==> src/rtl/aal5_tail_pkg.sv <==
package aal5_tail_pkg;
  typedef enum logic [1:0] {
    PH_PASS = 2'd0,
    PH_PAD  = 2'd1,
    PH_TRL  = 2'd2
  } phase_t;
endpackage

==> src/rtl/aal5_crc_step.sv <==
module aal5_crc_step #(
  parameter logic [31:0] POLY = 32'h04C11DB7
) (
  input  logic [31:0] crc_in,
  input  logic [7:0]  data_in,
  output logic [31:0] crc_out
);
  always_comb begin
    logic [31:0] c;
    logic        fb;
    c = crc_in;
    for (int b = 7; b >= 0; b--) begin
      fb = c[31] ^ data_in[b];
      c  = {c[30:0], 1'b0};
      if (fb) c = c ^ POLY;
    end
    crc_out = c;
  end
endmodule

==> src/rtl/aal5_chan_store.sv <==
module aal5_chan_store #(
  parameter int NUM_CH = 4,
  parameter int CH_W   = 2
) (
  input  logic            clk,
  input  logic            rst_n,
  input  logic            wr_en,
  input  logic [CH_W-1:0] wr_chan,
  input  logic [31:0]     wr_crc,
  input  logic [31:0]     wr_tail,
  input  logic            wr_aal5,
  input  logic [CH_W-1:0] rd_chan,
  output logic [31:0]     rd_crc,
  output logic [31:0]     rd_tail,
  output logic            rd_aal5
);
  logic [31:0] crc_mem  [NUM_CH];
  logic [31:0] tail_mem [NUM_CH];
  logic        aal_mem  [NUM_CH];

  always_ff @(posedge clk or negedge rst_n) begin
    if (!rst_n) begin
      for (int i = 0; i < NUM_CH; i++) begin
        crc_mem[i]  <= '1;
        tail_mem[i] <= '0;
        aal_mem[i]  <= 1'b0;
      end
    end else if (wr_en) begin
      crc_mem[wr_chan]  <= wr_crc;
      tail_mem[wr_chan] <= wr_tail;
      aal_mem[wr_chan]  <= wr_aal5;
    end
  end

  assign rd_crc  = crc_mem[rd_chan];
  assign rd_tail = tail_mem[rd_chan];
  assign rd_aal5 = aal_mem[rd_chan];
endmodule

==> src/rtl/aal5_tail_builder.sv <==
module aal5_tail_builder
  import aal5_tail_pkg::*;
#(
  parameter int          NUM_CH     = 4,
  parameter int          CELL_BYTES = 48,
  parameter logic [31:0] POLY       = 32'h04C11DB7,
  localparam int         CH_W       = (NUM_CH > 1) ? $clog2(NUM_CH) : 1
) (
  input  logic            clk,
  input  logic            rst_n,
  input  logic            in_valid,
  output logic            in_ready,
  input  logic [7:0]      in_data,
  input  logic            in_sop,
  input  logic            in_eop,
  input  logic            in_aal5,
  input  logic [CH_W-1:0] in_chan,
  input  logic [31:0]     in_tail_word,
  output logic            out_valid,
  output logic [7:0]      out_data,
  output logic            out_cell_end,
  output logic            out_pkt_end
);
  localparam int POS_W = $clog2(CELL_BYTES);
  localparam logic [POS_W-1:0] LAST_P  = POS_W'(CELL_BYTES - 1);
  localparam logic [POS_W-1:0] TAIL_P  = POS_W'(CELL_BYTES - 8);
  localparam logic [POS_W-1:0] PRE_P   = POS_W'(CELL_BYTES - 9);
  localparam logic [POS_W-1:0] CRC_P   = POS_W'(CELL_BYTES - 4);

  phase_t            phase_q, phase_d;
  logic [POS_W-1:0]  pos_q, pos_d;
  logic              extra_q, extra_d;
  logic [CH_W-1:0]   chan_q, chan_d;
  logic [31:0]       crc_q, crc_d, tail_q, tail_d;
  logic              aal_q, aal_d;

  logic        accept, emit, cell_start, at_last, crc_hold, pkt_done, wr_en;
  logic [31:0] eff_crc, eff_tail, crc_upd, crc_fin, rd_crc, rd_tail;
  logic        eff_aal, rd_aal5;
  logic [CH_W-1:0] eff_chan;
  logic [7:0]  byte_d;
  logic [1:0]  k;

  aal5_chan_store #(.NUM_CH(NUM_CH), .CH_W(CH_W)) u_store (
    .clk(clk), .rst_n(rst_n),
    .wr_en(wr_en), .wr_chan(chan_q), .wr_crc(crc_d), .wr_tail(tail_q), .wr_aal5(aal_q),
    .rd_chan(in_chan), .rd_crc(rd_crc), .rd_tail(rd_tail), .rd_aal5(rd_aal5)
  );

  aal5_crc_step #(.POLY(POLY)) u_crc (.crc_in(eff_crc), .data_in(byte_d), .crc_out(crc_upd));

  assign in_ready   = (phase_q == PH_PASS);
  assign accept     = in_valid && in_ready;
  assign emit       = accept || (phase_q != PH_PASS);
  assign cell_start = accept && (pos_q == '0);
  assign at_last    = (pos_q == LAST_P);
  assign eff_crc    = cell_start ? (in_sop ? '1 : rd_crc) : crc_q;
  assign eff_tail   = cell_start ? (in_sop ? in_tail_word : rd_tail) : tail_q;
  assign eff_aal    = cell_start ? (in_sop ? in_aal5 : rd_aal5) : aal_q;
  assign eff_chan   = cell_start ? in_chan : chan_q;
  assign k          = 2'(pos_q - TAIL_P);
  assign crc_fin    = ~crc_q;
  assign crc_hold   = (phase_q == PH_TRL) && (pos_q >= CRC_P);

  // byte selection: payload, zero fill, or tail word / CRC (most significant byte first)
  always_comb begin
    case (phase_q)
      PH_PASS: byte_d = in_data;
      PH_TRL:  byte_d = (pos_q < CRC_P) ? tail_q[{~k, 3'b000} +: 8] : crc_fin[{~k, 3'b000} +: 8];
      default: byte_d = 8'h00;
    endcase
  end

  // next-state logic
  always_comb begin
    phase_d  = phase_q;
    extra_d  = extra_q;
    pkt_done = 1'b0;
    pos_d    = pos_q;
    crc_d    = crc_q;
    if (emit) begin
      pos_d = at_last ? '0 : pos_q + POS_W'(1);
      crc_d = crc_hold ? crc_q : crc_upd;
      case (phase_q)
        PH_PASS: if (in_eop) begin
          if (eff_aal) begin
            if (pos_q == PRE_P) phase_d = PH_TRL;
            else begin
              phase_d = PH_PAD;
              extra_d = (pos_q >= TAIL_P) && !at_last;
            end
          end else if (at_last) begin
            pkt_done = 1'b1;
          end else begin
            phase_d = PH_PAD;
            extra_d = 1'b0;
          end
        end
        PH_PAD: begin
          if (at_last) begin
            if (extra_q) extra_d = 1'b0;
            else begin
              phase_d  = PH_PASS;
              pkt_done = 1'b1;
            end
          end else if (aal_q && !extra_q && (pos_q == PRE_P)) begin
            phase_d = PH_TRL;
          end
        end
        PH_TRL: if (at_last) begin
          phase_d  = PH_PASS;
          pkt_done = 1'b1;
        end
        default: phase_d = PH_PASS;
      endcase
    end
    chan_d = eff_chan;
    tail_d = eff_tail;
    aal_d  = eff_aal;
  end

  // save channel state at the end of every non-final cell
  assign wr_en = emit && at_last && !pkt_done;

  always_ff @(posedge clk or negedge rst_n) begin
    if (!rst_n) begin
      phase_q      <= PH_PASS;
      pos_q        <= '0;
      extra_q      <= 1'b0;
      chan_q       <= '0;
      crc_q        <= '1;
      tail_q       <= '0;
      aal_q        <= 1'b0;
      out_valid    <= 1'b0;
      out_data     <= '0;
      out_cell_end <= 1'b0;
      out_pkt_end  <= 1'b0;
    end else begin
      phase_q      <= phase_d;
      pos_q        <= pos_d;
      extra_q      <= extra_d;
      chan_q       <= chan_d;
      crc_q        <= crc_d;
      tail_q       <= tail_d;
      aal_q        <= aal_d;
      out_valid    <= emit;
      out_data     <= byte_d;
      out_cell_end <= emit && at_last;
      out_pkt_end  <= pkt_done;
    end
  end

  assert_busy_emits_R10: assert property (@(posedge clk) disable iff (!rst_n)
    !in_ready |=> out_valid);
  assert_pad_zero_R7: assert property (@(posedge clk) disable iff (!rst_n)
    (phase_q == PH_PAD) |=> (out_data == 8'h00));
  assert_tail_window_R3: assert property (@(posedge clk) disable iff (!rst_n)
    (phase_q == PH_TRL) |-> (pos_q >= TAIL_P));
  assert_extra_only_padding_R5: assert property (@(posedge clk) disable iff (!rst_n)
    extra_q |-> (phase_q == PH_PAD));
  assert_end_on_boundary_R9: assert property (@(posedge clk) disable iff (!rst_n)
    out_pkt_end |-> (out_cell_end && out_valid));
  assert_pass_latency_R2: assert property (@(posedge clk) disable iff (!rst_n)
    accept |=> (out_valid && (out_data == $past(in_data))));
endmodule

==> config.mk <==
export PLATFORM = sky130hd
export DESIGN_NAME = aal5_tail_builder
export DESIGN_NICKNAME = d
export VERILOG_FILES = /design/src/rtl/aal5_tail_pkg.sv /design/src/rtl/aal5_crc_step.sv /design/src/rtl/aal5_chan_store.sv /design/src/rtl/aal5_tail_builder.sv
export SDC_FILE = /design/constraint.sdc
export NUM_CORES = 1
export LEC_CHECK = 0
export ABC_AREA = 1
export ABC_CLOCK_PERIOD_IN_PS = 3400
export BUFFER_PORTS_ARGS = -buffer_cell sky130_fd_sc_hd__buf_2
export CORE_MARGIN = 2
export CORE_UTILIZATION = 55
export CTS_BUF_LIST = sky130_fd_sc_hd__clkbuf_8
export DETAILED_ROUTE_END_ITERATION = 7
export PLACE_DENSITY = 0.75
export SLEW_MARGIN = 0
export SYNTH_ARGS = -nofsm -noshare
export SYNTH_HDL_FRONTEND = slang
export SYNTH_HIERARCHICAL = 1
export SYNTH_SLANG_ARGS = --single-unit
==> constraint.sdc <==
create_clock -name clk -period 3.4 [get_ports clk]
set_input_delay 0.51 -clock clk [delete_from_list [all_inputs] [get_ports clk]]
set_output_delay 0.51 -clock clk [all_outputs]
set_load 0.05 [all_outputs]
==> impl_metrics.ini, run 1 <==
[final_layout]
area.growth.synth_to_final_pct = 12.0
final_cells = 3319
finalNetCount = 2860
drive_gt1_share_pct = 16.6
fillers = 3173
diodes = 0
final_area_um2 = 22000

[route]
drc = 0
drt-initial-drc-count = 1873
vias_per_cell = 5.52
wirelength_mm = 60.2
ant_nets = 0
first_pass_iters = 6
avgRoutedWirePerCell_um = 18.1
num_vias = 18300

[floorplan]
coreArea_um2 = 35400
start_util_pct = 55.6
die_area_um2 = 37300
die_x_um = 193
num_rows = 69
die_h_um = 193
pin_count = 60

[global_route]
grt_usage_pct = 33.0
grt_pass1_vias = 17700
overflow = 0
grt_pass1_wl_mm = 96.0
antenna_found_initial = 0
grt_max_degree = 97

[synth]
synth-edff-count = 0
synth_area_per_cell_um2 = 7.10
syn-num-nets = 2822
synth_top_cells_by_area = dfrtp_1 (24%), dfstp_2 (21%), nand2_1 (20%), inv_1 (7.9%), nand3_1 (5.8%)
synth_most_common_cell = nand2_1
async_reset_ff_share_pct = 100
ys.flop_type = dfrtp_1
synthTopCellsByCount = nand2_1 (1,036), inv_1 (413), nand3_1 (230)
yosysTopAreaCell = dfrtp_1
yosysSeqAreaShare_pct = 45.1
yosys_warnings = 6
syn_inst = 2772
ys_ff_latch = 347
synth_area_um2 = 19700
yosys.area.top_type_share_pct = 23.8
synthDistinctLibCells = 35

[pwr]
leakage_nw = 11.4
power.density_nw_per_um2 = 911
vdd_ir_drop_max_mv = 0.496

[place]
placed_cells = 3210
gp_congestion = 1.01
io_buffers = 59
pre_cts_slack_ps = -12.4
dpl_cell_area_um2 = 20700
dp_hpwl_mm = 38.1

[worst_setup_path]
worstRegToRegCells = 23
cp_common_cell = nand2_1
crit-reg2reg-launch = pos_q[2]$_DFFE_PN0N_
cp-start-kind = flip-flop
slowest_stage = dfrtp_1
crit_type = reg -> reg
required_ps = 4000
cp.arrival_ps = 3820
crit_buf_inv = 4
critPathMaxFanout = 16
cpPeakStageDelay_ps = 380
critPathTopFamily = simple AND/OR/NAND/NOR gates
crit_path_end_kind = flip-flop
r2r_end = u_store/crc_mem[68]$_DFFE_PN1P_
crit_path_cell_trace = nand2_1 > nand2_1 > nand2_4 > buf_6 > o211ai_1 > nand2_1 > nor2_1 > nand2_1 > nand2_2 > inv_1 > nand2_1 > nand2_1 > nand2_2 > nand2_8 > inv_2 > nand2_2 > nand2_2 > xor2_1 > nor2_1 > a21oi_1 > buf_4 > nand4_1 > nand2_1
reg2reg_slack_ps = 180

[timing]
fin_setup_tns_ps = 0
layout_setup_ws_ps = 184
relSlewSlack_pct = 33.6
fmax_ghz = 0.311
fin_crit_sh_pct = 94.6
period_needed_ps = 3220
finClkSkew_ps = 33.8
tightest_slew_ps = 996
slew_viol_final = 0
final_hold_viol_count = 0
holdWs_ps = 100
setup_viol_count_final = 0
rsz0062_at_grt = true

[clock_network]
numCtsBuffers = 57
clockRootBuffer = clkbuf_8
cts_tree = done
clk_pin_slew_ps = 70
cts.sinks = 347
clockBufferDepth = 3
clock_latency_ps = 670
htree_num_levels = 2

[min_path]
min_from = in_tail_word[25]
min_path_type = in -> reg
min_to = tail_q[25]$_DFFE_PN0N_
whs_path_depth = 3

[job]
maxCapViolCount = 0

[status]
status = finished clean
-- cells in the final DEF (no fill, tap or decap), drive strengths merged, types with 8 or more instances in the layout --
| master | count |
|---|---|
| inv | 454 |
| o21ai | 136 |
| nand2 | 1063 |
| nand4 | 136 |
| nand3 | 230 |
| buf | 154 |
| xor2 | 40 |
| xnor2 | 11 |
| dfstp | 160 |
| nor2 | 102 |
| a21oi | 35 |
| o211ai | 23 |
| clkbuf | 73 |
| a31oi | 33 |
| a211oi | 8 |
| dfrtp | 187 |
-- per-stage QoR --
| step | power (W) | util, % |
|---|---|---|
| 2_1_floorplan | 0.0119 | - |
| 3_3_place_gp | 0.0157 | 58.6 |
| 3_5_place_dp | 0.0158 | 58.6 |
| 4_1_cts | 0.0197 | 61.9 |
| 5_1_grt | 0.0213 | 62.3 |
| 6_report | 0.0201 | 62.3 |
-- state kept, by name, indices dropped and copies added, names as in the netlist --
name              flops
aal_q                 1
chan_q                2
crc_q                32
extra_q               1
out_cell_end          1
out_data              8
out_pkt_end           1
out_valid             1
phase_q               2
pos_q                 6
tail_q               32
u_store/aal_mem       4
u_store/crc_mem     128
u_store/tail_mem    128
-- layout make-up --
type | count | area [um^2] | share of cell area, %
flip-flops and latches | 347 | 8890 | 40.3
multi-input cells | 1822 | 8510 | 38.6
inverters | 427 | 1610 | 7.32
repair buffers | 155 | 1280 | 5.82
clock buffers | 73 | 1000 | 4.56
well taps | 461 | 577 | 2.62
clock inverters | 34 | 173 | 0.783
-- worst max-delay path by stage --
stage	start	end	slack [ps]	depth (start not counted)
2_1_floorplan	pos_q[0]$_DFFE_PN0N_	u_store/crc_mem[68]$_DFFE_PN1P_	120	25
3_3_place_gp	in_chan[0]	u_store/crc_mem[44]$_DFFE_PN1P_	90	17
3_5_place_dp	in_chan[0]	u_store/crc_mem[44]$_DFFE_PN1P_	-10	17
4_1_cts	pos_q[4]$_DFFE_PN0N_	u_store/crc_mem[76]$_DFFE_PN1P_	100	21
5_1_grt	pos_q[4]$_DFFE_PN0N_	u_store/crc_mem[68]$_DFFE_PN1P_	-20	24
6_report	pos_q[2]$_DFFE_PN0N_	u_store/crc_mem[68]$_DFFE_PN1P_	180	23
-- worst register-to-register path: stages (launching register included) --
cell	delay, ps
dfrtp_1	380
nand2_1	90
nand2_1	110
nand2_4	110
buf_6	180
o211ai_1	160
nand2_1	70
nor2_1	100
nand2_1	140
nand2_2	170
inv_1	70
nand2_1	60
nand2_1	130
nand2_2	160
nand2_8	110
inv_2	120
nand2_2	90
nand2_2	100
xor2_1	210
nor2_1	70
a21oi_1	150
buf_4	160
nand4_1	110
nand2_1	130
-- metal layers --
| metal | global-route usage [%] | wire [um] |
|---|---|---|
| met1 | 43.2 | 24900 |
| met2 | 54.4 | 28500 |
| met3 | 5.16 | 4530 |
| met4 | 14.7 | 2270 |
| met5 | 0 | 0 |
-- power by group --
group / switching (W) / internal [W]
clock: 0.00177 / 0.00200
sequential: 0.000888 / 0.00489
combinational: 0.00702 / 0.00352
-- kinds of logic after synthesis --
family                   count (synthesis)  synth area share, %
AND/OR/NAND/NOR                       1533                 33.1
XOR/XNOR                                51                 2.50
AO/OA/AOI/OAI                          235                 6.63
multiplexers                             1               0.0572
buffers and inverters                  603                 12.5
adder cells (fa/ha/maj)                  2                0.127
flip-flops                             347                 45.1
-- timing repair --
item,CTS,global route
setup endpoints to repair,0,84
hold buffers,1,0
hold endpoints to repair,51,0
buffers inserted,0,1
resized for setup,0,31
(Power assumes the default switching activity.)
==> inputs of run 2 (changes only) <==
--- a/config.mk
+++ b/config.mk
@@ -8,6 +8,7 @@
 export ABC_AREA = 1
 export ABC_CLOCK_PERIOD_IN_PS = 3400
 export BUFFER_PORTS_ARGS = -buffer_cell sky130_fd_sc_hd__buf_2
+export CORE_ASPECT_RATIO = 1.2
 export CORE_MARGIN = 2
 export CORE_UTILIZATION = 55
 export CTS_BUF_LIST = sky130_fd_sc_hd__clkbuf_8
==> run 2 against run 1 <==
Compared with the run above: global-route usage increased by 0.36 points; flip-flop and latch count unchanged; critical endpoint is now u_store/crc_mem[41]$_DFFE_PN1P_; combinational power about the same; via count about the same; total power increased by 0.45%; sequential power decreased by 1%; sequential share of layout area decreased by 0.15 points; clock power about the same.
==> impl_metrics.ini, run 2 (same netlist as run 1, synthesis figures left out) <==
[pwr]
swShare_pct = 48.6
combPwrFrac_pct = 53.0
p_total_w = 0.0202
power.share.sequential_pct = 28.4
vdd_ir_drop_max_mv = 0.556
power_frac_clock_pct = 18.6
internal_power_w = 0.0104
p_sw_w = 0.00980
power.density_nw_per_um2 = 912
leakage_nw = 11.4

[worst_setup_path]
crit_path_cell_trace = inv_1 > ha_1 > nand2_1 > nor2_2 > nand2_2 > clkinv_4 > buf_12 > o21ai_0 > o21ai_1 > inv_1 > nand2_1 > nand2_1 > nand2_1 > nand2_4 > xnor2_1 > nand2_1 > nand2_1 > nor2_1 > a21oi_1 > buf_4 > nand4_1 > nand2_1
crit_path_end_kind = flip-flop
critPathTopFamily = simple AND/OR/NAND/NOR gates
cpPeakStageDelay_ps = 400
critPathMaxFanout = 28
cp_common_cell = nand2_1
cp.arrival_ps = 3790
crit_type = reg -> reg
cp-start-kind = flip-flop
crit_buf_inv = 5
slowest_stage = dfrtp_1
required_ps = 4000

[floorplan]
die_x_um = 177
start_util_pct = 56.1
num_rows = 75
die_area_um2 = 37300
die_h_um = 211
pin_count = 60
coreArea_um2 = 35100

[clock_network]
cts_tree = done
clockRootBuffer = clkbuf_8
htree_num_levels = 2
clk_pin_slew_ps = 60
clock_latency_ps = 680
clockBufferDepth = 3
cts.sinks = 347
numCtsBuffers = 58

[place]
dp_hpwl_mm = 39.5
io_buffers = 59
pre_cts_slack_ps = 102
gp_congestion = 0.947

[timing]
layout_setup_ws_ps = 215
setup_viol_count_final = 0
fmax_ghz = 0.314
relSlewSlack_pct = 32.6
period_needed_ps = 3180
slew_viol_final = 0
tightest_slew_ps = 1010
rsz0062_at_grt = true
finClkSkew_ps = 26.0
fin_crit_sh_pct = 93.7
final_hold_viol_count = 0

[global_route]
grt_usage_pct = 33.4
antenna_found_initial = 0
overflow = 0
grt_pass1_vias = 18000
grt_pass1_wl_mm = 97.0
grt_max_degree = 110

[route]
num_vias = 18300
vias_per_cell = 5.50
drc = 0
drt-initial-drc-count = 1785
ant_nets = 0
avgRoutedWirePerCell_um = 18.5
first_pass_iters = 6
wirelength_mm = 61.5

[final_layout]
area.growth.synth_to_final_pct = 12.4
diodes = 0
reg_top3 = u_store/crc_mem: 128 flops, u_store/tail_mem: 128 flops
final_common_cell = nand2_1
finalNetCount = 2867
mostFrequentLayoutCells = nand2_1 (1,026), inv_1 (444), nand3_1 (227)
drive_gt1_share_pct = 16.9

[status]
status = finished clean

[min_path]
min_path_type = in -> reg

[job]
maxCapViolCount = 0
[run 2: cell types whose count changed in the layout (fill, tap and decap cells not counted), sizes merged]
cell	change
inv	+5
bufinv	+1
clkinv	-3
clkbuf	-3
buf	+6
clkinvlp	+2
[run 2: final cells by class]
type / instances / area, um^2
Multi-Input combinational cell: 1822 / 8550
Clock buffer: 70 / 963
Tap cell: 462 / 578
Timing Repair Buffer: 161 / 1320
Fill cell: 3218 / 13000
Clock inverter: 39 / 215
Sequential cell: 347 / 8890
Inverter: 427 / 1620
[run 2: worst paths after layout]
check / startpoint / end / slack [ps] / depth (start not counted)
setup / recovery: pos_q[1]$_DFFE_PN0N_ / u_store/crc_mem[41]$_DFFE_PN1P_ / 220 / 22
hold / removal: in_tail_word[8] / tail_q[8]$_DFFE_PN0N_ / 100 / 3
setup reg to reg: pos_q[1]$_DFFE_PN0N_ / u_store/crc_mem[41]$_DFFE_PN1P_ / 220 / 22
hold reg to reg: u_store/crc_mem[51]$_DFFE_PN1P_ / u_store/crc_mem[51]$_DFFE_PN1P_ / 460 / 2
max in group asynchronous: rst_n / crc_q[2]$_DFF_PN1_ / 1920 / 3
min in group asynchronous: rst_n / u_store/tail_mem[7]$_DFFE_PN0P_ / 540 / 2
[run 2: worst reg2reg max path, cell delays in order, from the launching register on]
cell,delay [ps]
dfrtp_1,400
inv_1,80
ha_1,180
nand2_1,80
nor2_2,170
nand2_2,100
clkinv_4,110
buf_12,170
o21ai_0,110
o21ai_1,170
inv_1,100
nand2_1,70
nand2_1,100
nand2_1,130
nand2_4,100
xnor2_1,280
nand2_1,90
nand2_1,140
nor2_1,70
a21oi_1,120
buf_4,160
nand4_1,90
nand2_1,110
[run 2: per-layer routing]
| metal | share of wire, % | track usage, % |
|---|---|---|
| met5 | 0 | 0 |
| met4 | 3.7 | 14.0 |
| met3 | 7.6 | 5.96 |
| met2 | 48 | 55.8 |
| met1 | 41 | 42.7 |
[run 2: power groups by stage]
| stage | Sequential, W | Combinational (W) | Clock, W |
|---|---|---|---|
| after global routing | 0.00577 | 0.0117 | 0.00400 |
| after floorplan | 0.00548 | 0.00646 | 0 |
| after CTS | 0.00570 | 0.0102 | 0.00382 |
| final | 0.00572 | 0.0107 | 0.00375 |
| after detailed placement | 0.00576 | 0.0101 | 0 |
| after global placement | 0.00575 | 0.0101 | 0 |
[run 2: metrics by stage]
step	cells	util, %	setup TNS, ps	cell area (um^2)	hold slack, ps
finish	3328	63.1	0	22100	96.8
global route	3328	63.1	-15.0	22100	82.1
CTS	3327	62.6	0	22000	58.9
detailed placement	3217	59.2	0	20800	452
global placement	3217	59.2	0	20800	450
floorplan	2772	-	0	19700	214
[run 2: repair_timing]
item                       4_1_cts  5_1_grt
gates resized for setup          0       38
hold endpoints to repair        56        0
buffers inserted                 0        1
setup endpoints to repair        0       81
hold buffers                     1        0
